===== config.mk =====
export PLATFORM = sky130hd
export DESIGN_NAME = qenc_bank
export DESIGN_NICKNAME = d
export VERILOG_FILES = /design/src/rtl/qenc_pkg.sv /design/src/rtl/qenc_sync.sv /design/src/rtl/qenc_channel.sv /design/src/rtl/qenc_regs.sv /design/src/rtl/qenc_bank.sv
export SDC_FILE = /design/constraint.sdc
export NUM_CORES = 1
export LEC_CHECK = 0
export BUFFER_PORTS_ARGS = -buffer_cell sky130_fd_sc_hd__buf_2
export CAP_MARGIN = 20
export CORE_MARGIN = 5
export CORE_UTILIZATION = 65
export CTS_CLUSTER_DIAMETER = 40
export DETAILED_ROUTE_END_ITERATION = 8
export PLACE_DENSITY_LB_ADDON = 0.12
export SYNTH_ARGS = -nofsm -noshare
export SYNTH_HDL_FRONTEND = slang
export SYNTH_SLANG_ARGS = --single-unit

===== constraint.sdc =====
create_clock -name clk -period 6 [get_ports clk]
set_input_delay 1.2 -clock clk [delete_from_list [all_inputs] [get_ports clk]]
set_output_delay 1.2 -clock clk [all_outputs]
set_load 0.005 [all_outputs]

===== src/rtl/qenc_pkg.sv =====
package qenc_pkg;

  typedef enum logic [1:0] {MV_NONE, MV_UP, MV_DOWN, MV_BAD} move_e;

  // Position of an (A,B) pair along the counting-up order 00,10,11,01.
  function automatic logic [1:0] phase_index(input logic a, input logic b);
    logic [1:0] idx;
    case ({a, b})
      2'b00:   idx = 2'd0;
      2'b10:   idx = 2'd1;
      2'b11:   idx = 2'd2;
      default: idx = 2'd3;
    endcase
    return idx;
  endfunction

  function automatic move_e classify(input logic [1:0] old_i, input logic [1:0] new_i);
    logic [1:0] d;
    move_e m;
    d = new_i - old_i;
    case (d)
      2'd0:    m = MV_NONE;
      2'd1:    m = MV_UP;
      2'd3:    m = MV_DOWN;
      default: m = MV_BAD;
    endcase
    return m;
  endfunction

endpackage


===== src/rtl/qenc_sync.sv =====
module qenc_sync #(
  parameter int W      = 16,
  parameter int STAGES = 2
) (
  input  logic         clk,
  input  logic         rst,
  input  logic [W-1:0] d,
  output logic [W-1:0] q
);
  logic [W-1:0] pipe [STAGES];

  always_ff @(posedge clk) begin
    if (rst) begin
      for (int i = 0; i < STAGES; i++) pipe[i] <= '0;
    end else begin
      pipe[0] <= d;
      for (int i = 1; i < STAGES; i++) pipe[i] <= pipe[i-1];
    end
  end

  assign q = pipe[STAGES-1];
endmodule


===== src/rtl/qenc_channel.sv =====
module qenc_channel
  import qenc_pkg::*;
#(
  parameter int NUM_PINS = 16,
  parameter int CW       = 8,
  localparam int PIN_W   = $clog2(NUM_PINS)
) (
  input  logic                clk,
  input  logic                rst,
  input  logic [NUM_PINS-1:0] pins,
  input  logic [PIN_W-1:0]    sel_a,
  input  logic [PIN_W-1:0]    sel_b,
  input  logic                run,
  input  logic                micro,
  input  logic                load,
  input  logic [CW-1:0]       load_val,
  output logic [CW-1:0]       count
);
  logic              a_now, b_now;
  logic [1:0]        prev_idx, cur_idx;
  move_e             mv;
  logic signed [2:0] sub, sub_nxt;
  logic              bump_up, bump_dn;

  assign a_now   = pins[sel_a];
  assign b_now   = pins[sel_b];
  assign cur_idx = phase_index(a_now, b_now);
  assign mv      = classify(prev_idx, cur_idx);

  always_comb begin
    bump_up = 1'b0;
    bump_dn = 1'b0;
    sub_nxt = sub;
    if (run) begin
      if (micro) begin
        sub_nxt = '0;
        bump_up = (mv == MV_UP);
        bump_dn = (mv == MV_DOWN);
      end else if (mv == MV_UP) begin
        if (sub == 3'sd3) begin
          sub_nxt = '0;
          bump_up = 1'b1;
        end else begin
          sub_nxt = sub + 3'sd1;
        end
      end else if (mv == MV_DOWN) begin
        if (sub == -3'sd3) begin
          sub_nxt = '0;
          bump_dn = 1'b1;
        end else begin
          sub_nxt = sub - 3'sd1;
        end
      end
    end
  end

  // Phase history always follows the pins so re-enabling sees no jump.
  always_ff @(posedge clk) begin
    if (rst) prev_idx <= 2'd0;
    else     prev_idx <= cur_idx;
  end

  always_ff @(posedge clk) begin
    if (rst || load) sub <= '0;
    else             sub <= sub_nxt;
  end

  always_ff @(posedge clk) begin
    if (rst)          count <= '0;
    else if (load)    count <= load_val;
    else if (bump_up) count <= count + CW'(1);
    else if (bump_dn) count <= count - CW'(1);
  end

  assert_hold_when_stopped_R8: assert property (@(posedge clk) disable iff (rst)
    (!run && !load) |=> $stable(count));

  assert_single_step_R4: assert property (@(posedge clk) disable iff (rst)
    !load |=> (count == $past(count)) || (count == $past(count) + CW'(1))
              || (count == $past(count) - CW'(1)));

  assert_load_wins_R9: assert property (@(posedge clk) disable iff (rst)
    load |=> count == $past(load_val));

  assert_bad_move_ignored_R6: assert property (@(posedge clk) disable iff (rst)
    (mv == MV_BAD && !load) |=> $stable(count));

  assert_detent_range_R5: assert property (@(posedge clk) disable iff (rst)
    (sub >= -3'sd3) && (sub <= 3'sd3));

endmodule


===== src/rtl/qenc_regs.sv =====
module qenc_regs #(
  parameter int NUM_CH    = 4,
  parameter int DATA_W    = 8,
  parameter int ADDR_W    = 8,
  parameter int BASE_ADDR = 4,
  localparam int EN_W     = 2 * NUM_CH
) (
  input  logic                     clk,
  input  logic                     rst,
  input  logic [ADDR_W-1:0]        bus_addr,
  input  logic                     bus_we,
  input  logic [DATA_W-1:0]        bus_wdata,
  input  logic [NUM_CH*DATA_W-1:0] counts,
  output logic [NUM_CH-1:0]        run_mask,
  output logic [NUM_CH-1:0]        micro_mask,
  output logic [NUM_CH*DATA_W-1:0] cfg_flat,
  output logic [NUM_CH-1:0]        load_mask,
  output logic [DATA_W-1:0]        bus_rdata
);
  logic [EN_W-1:0]   en_q;
  logic [DATA_W-1:0] cfg_q [NUM_CH];
  logic              hit_en, hit_any;
  logic [NUM_CH-1:0] hit_cfg, hit_cnt;
  logic [DATA_W-1:0] rd_nxt;

  always_comb begin
    hit_en = (bus_addr == ADDR_W'(BASE_ADDR));
    for (int ch = 0; ch < NUM_CH; ch++) begin
      hit_cfg[ch] = (bus_addr == ADDR_W'(BASE_ADDR + 1 + 2*ch));
      hit_cnt[ch] = (bus_addr == ADDR_W'(BASE_ADDR + 2 + 2*ch));
    end
    hit_any = hit_en || (|hit_cfg) || (|hit_cnt);
  end

  always_comb begin
    rd_nxt = '0;
    if (hit_en) rd_nxt = DATA_W'(en_q);
    for (int ch = 0; ch < NUM_CH; ch++) begin
      if (hit_cfg[ch]) rd_nxt = cfg_q[ch];
      if (hit_cnt[ch]) rd_nxt = counts[ch*DATA_W +: DATA_W];
    end
  end

  always_ff @(posedge clk) begin
    if (rst) begin
      en_q      <= '0;
      bus_rdata <= '0;
      for (int ch = 0; ch < NUM_CH; ch++) cfg_q[ch] <= '0;
    end else begin
      bus_rdata <= rd_nxt;
      if (bus_we && hit_en) en_q <= bus_wdata[EN_W-1:0];
      for (int ch = 0; ch < NUM_CH; ch++)
        if (bus_we && hit_cfg[ch]) cfg_q[ch] <= bus_wdata;
    end
  end

  assign load_mask = hit_cnt & {NUM_CH{bus_we}};

  for (genvar ch = 0; ch < NUM_CH; ch++) begin : g_unpack
    assign run_mask[ch]                   = en_q[2*ch];
    assign micro_mask[ch]                 = en_q[2*ch+1];
    assign cfg_flat[ch*DATA_W +: DATA_W]  = cfg_q[ch];
  end

  assert_unmapped_reads_zero_R2: assert property (@(posedge clk) disable iff (rst)
    !hit_any |=> bus_rdata == '0);

  assert_enable_readback_R2: assert property (@(posedge clk) disable iff (rst)
    (hit_en && !bus_we) |=> bus_rdata == DATA_W'(en_q));

endmodule


===== src/rtl/qenc_bank.sv =====
module qenc_bank #(
  parameter int NUM_CH      = 4,
  parameter int NUM_PINS    = 16,
  parameter int DATA_W      = 8,
  parameter int ADDR_W      = 8,
  parameter int SYNC_STAGES = 2,
  parameter int BASE_ADDR   = 4
) (
  input  logic                clk,
  input  logic                rst,
  input  logic [NUM_PINS-1:0] pins_in,
  input  logic [ADDR_W-1:0]   bus_addr,
  input  logic                bus_we,
  input  logic [DATA_W-1:0]   bus_wdata,
  output logic [DATA_W-1:0]   bus_rdata
);
  localparam int PIN_W   = $clog2(NUM_PINS);
  localparam int FIELD_W = DATA_W / 2;

  logic [NUM_PINS-1:0]        pins_s;
  logic [NUM_CH-1:0]          run_mask, micro_mask, load_mask;
  logic [NUM_CH*DATA_W-1:0]   cfg_flat, counts;

  qenc_sync #(.W(NUM_PINS), .STAGES(SYNC_STAGES)) u_sync (
    .clk(clk), .rst(rst), .d(pins_in), .q(pins_s)
  );

  qenc_regs #(.NUM_CH(NUM_CH), .DATA_W(DATA_W), .ADDR_W(ADDR_W),
              .BASE_ADDR(BASE_ADDR)) u_regs (
    .clk(clk), .rst(rst), .bus_addr(bus_addr), .bus_we(bus_we),
    .bus_wdata(bus_wdata), .counts(counts), .run_mask(run_mask),
    .micro_mask(micro_mask), .cfg_flat(cfg_flat), .load_mask(load_mask),
    .bus_rdata(bus_rdata)
  );

  for (genvar ch = 0; ch < NUM_CH; ch++) begin : g_chan
    qenc_channel #(.NUM_PINS(NUM_PINS), .CW(DATA_W)) u_chan (
      .clk(clk), .rst(rst), .pins(pins_s),
      .sel_a(cfg_flat[ch*DATA_W +: PIN_W]),
      .sel_b(cfg_flat[ch*DATA_W + FIELD_W +: PIN_W]),
      .run(run_mask[ch]), .micro(micro_mask[ch]), .load(load_mask[ch]),
      .load_val(bus_wdata), .count(counts[ch*DATA_W +: DATA_W])
    );
  end
endmodule


==> metrics.txt <==
post-synthesis cell area 0.00865 mm2; slew margin rel. 27.3%; Core Area 0.0131 mm2; Synth cell types 75; Synth Flop Type dfxtp_1; RSZ-0062 raised after global routing no; CP Launch Type flip-flop; initial antenna violation count 0; final core occ 71.7%; critical-path cell list mux4_2, and4_1, a2111oi_0, nand3_1, mux2i_1, ha_1, a21o_1, a21oi_1, o21bai_1, a21oi_1, o21ai_0, xnor2_1, or3_1, a311oi_2; postcts setup bufs 0; chip height 125 um; global route overflow 0; placed cell area 0.00885 mm2; max-slew violations 0; ANT nets after route 0; Setup Skew 9.31 ps; root buf cell clkbuf_16; Post-Syn Nets 961; clk buf depth 2; placed insts 1055; Pwr Density 235 mW/mm2; global placer's final weighted congestion 0.965; vias in the first global route 7114; CP top delay family compound AO/OA/AOI/OAI gates; CTS Sinks 132; Die ar. 0.0157 mm2; htree depth 4; MaxCap Viol Count 0; worst hold slack 438 ps; Compound-Gate Fraction of Synth Area 14.0%; final worst setup slack 1070 ps; starting density of the core 65.9%; worst path required time 6340 ps; I/O pins 43; setup TNS 0 ps; post-CTS sizing 0; pre-CTS WS 1130 ps; LEAKAGE 3.77 nW; Worst Path Max Fanout 9; minimum clock period 4930 ps; non-filler cells, final 1087; cells after synthesis 882; WL per Instance 21.2 um; vias per cell 6.59; Layout Nets 977; Total Routed Length 23100 um; TritonCTS clock tree done; Critical Path End Type flip-flop; Final Setup Violations 0; share of cells above drive strength 1 15.3%; commonest cells after routing, fill and taps aside dfxtp_1 (100), nor2_1 (74), nor2b_1 (52), mux2i_1 (51), nand2_1 (50); dpl hpwl 16400 um; Worst Max-Slew Pin Slew 1060 ps; cts hold-fix bufs 0; crit share post-route 82.1%; most common cell after layout, fill and taps aside dfxtp_1; total global routing track utilization 30.0%; Mean Syn Cell Area 9.81 um2; drt first pass iters 6; critical path data arrival time 5260 ps; Reg clk slew, reported paths 60 ps; total CTS buffers 17; largest net degree at the start of global routing 52; sequential fraction of the synthesis area 34.2%; main combinational cell family by area after synthesis simple AND/OR/NAND/NOR gates; Cell Rows 42; max incr delay on CP 860 ps; final hold vios 0; ys async rst share 0%; Total Power 2.22 mW; fin area 0.00942 mm2; Crit Path Category reg -> reg; post-synthesis mux area share 16.6%; Simple-Gate Fraction of Synth Area 19.7%; residual DRC count 0; Initial DRC Count 752; maximum vdd drop 0.223 mV; yosys warns 0; Hold Path Class reg -> reg; Post-synth EDFFs 32; area grow syn2layout 8.91%; port bufs 42; first-pass GRT wire length 37500 um; FF+latch count, synth 132; Ant. Diodes 0; Worst path most repeated cell a21oi_1; Buf/Inv on CP 0; DR vias 7159; FMAX 203 MHz; Adder-Cell Fraction of Synth Area 6.71%; status completed; post-synthesis xor/xnor area fraction 4.53%; Worst-Skew Late Latency 430 ps; DIE WIDTH 125 um; Worst path slowest cell mux2i_1
## flip-flops by register name (all words and copies together) (netlist names)
register and cells:
g_chan.u_chan.count 32, u_sync.pipe 32, u_regs.cfg_q 32, u_regs.bus_rdata 8, g_chan.u_chan.prev_idx 8, g_chan.u_chan.sub 12
u_regs.en_q 8
## path summary, 6_finish.rpt
path	end	slack, ps	cells after the start	from
setup / recovery	g_chan[3].u_chan.count[7]	1070	14	u_regs.cfg_q[3][4]
hold / removal	u_sync.pipe[0][16]	440	1	u_sync.pipe[0][0]
setup reg to reg	g_chan[3].u_chan.count[7]	1070	14	u_regs.cfg_q[3][4]
hold reg to reg	u_sync.pipe[0][16]	440	1	u_sync.pipe[0][0]
## kinds of logic (layout without fill, tap and decap cells)
group	count (synthesis)	in the layout
simple gates	314	314
fa+ha+maj	44	44
buf+inv	75	104
mux	99	99
compound gates	180	180
xor+xnor	38	38
flops	132	132
## cell usage after synthesis (4+ instances only)
library cell    n  area [um2]
nor2b_1        52         325
a22oi_1         8        60.1
nand3_1        24         120
and3_1          8        50.1
buf_1           8        30.0
or3_1           5        31.3
xnor2_1        26         228
o21ai_0        40         200
nor3b_1         8        60.1
edfxtp_1       32         961
o22ai_1        10        62.6
a21o_1          4        30.0
a22o_1          6        52.6
clkbuf_1       28         105
buf_2           4        20.0
mux2_2         14         158
a21oi_1        40         200
nand2_1        50         188
nand2b_1        9        56.3
and3b_1         4        35.0
and2_1         37         231
nor4_1          4        25.0
nor3_1          9        45.0
mux4_2         34         766
fa_1            4        80.1
o21bai_1        9        67.6
xor2_1          8        70.1
inv_1          26        97.6
a211oi_1       28         210
nor2_1         74         278
a221oi_1        7        61.3
mux2i_1        51         510
ha_1           40         500
dfxtp_1       100        2000
and4_1          5        43.8
## layout make-up
class,instances,area (um2)
sequential,132,2960
inverter,26,97.6
clock buffer,20,468
fill,1003,3710
multi-input combinational,675,5330
tap,176,220
timing repair buffer,46,240
clock inverter,12,108
## layer usage
layer | vias up | track usage (%) | part of all wire, %
li1 | 3278 | - | -
met1 | 3422 | 38.6 | 40
met2 | 366 | 46.0 | 45
met3 | 93 | 8.19 | 9.8
met4 | 0 | 16.3 | 5.4
met5 | - | 0 | 0
## power breakdown
group	total (mW)	internal (mW)	switching [mW]
logic	0.225	0.109	0.117
clock network	1.01	0.578	0.428
registers	0.986	0.937	0.0483
(Power assumes the default switching activity.)
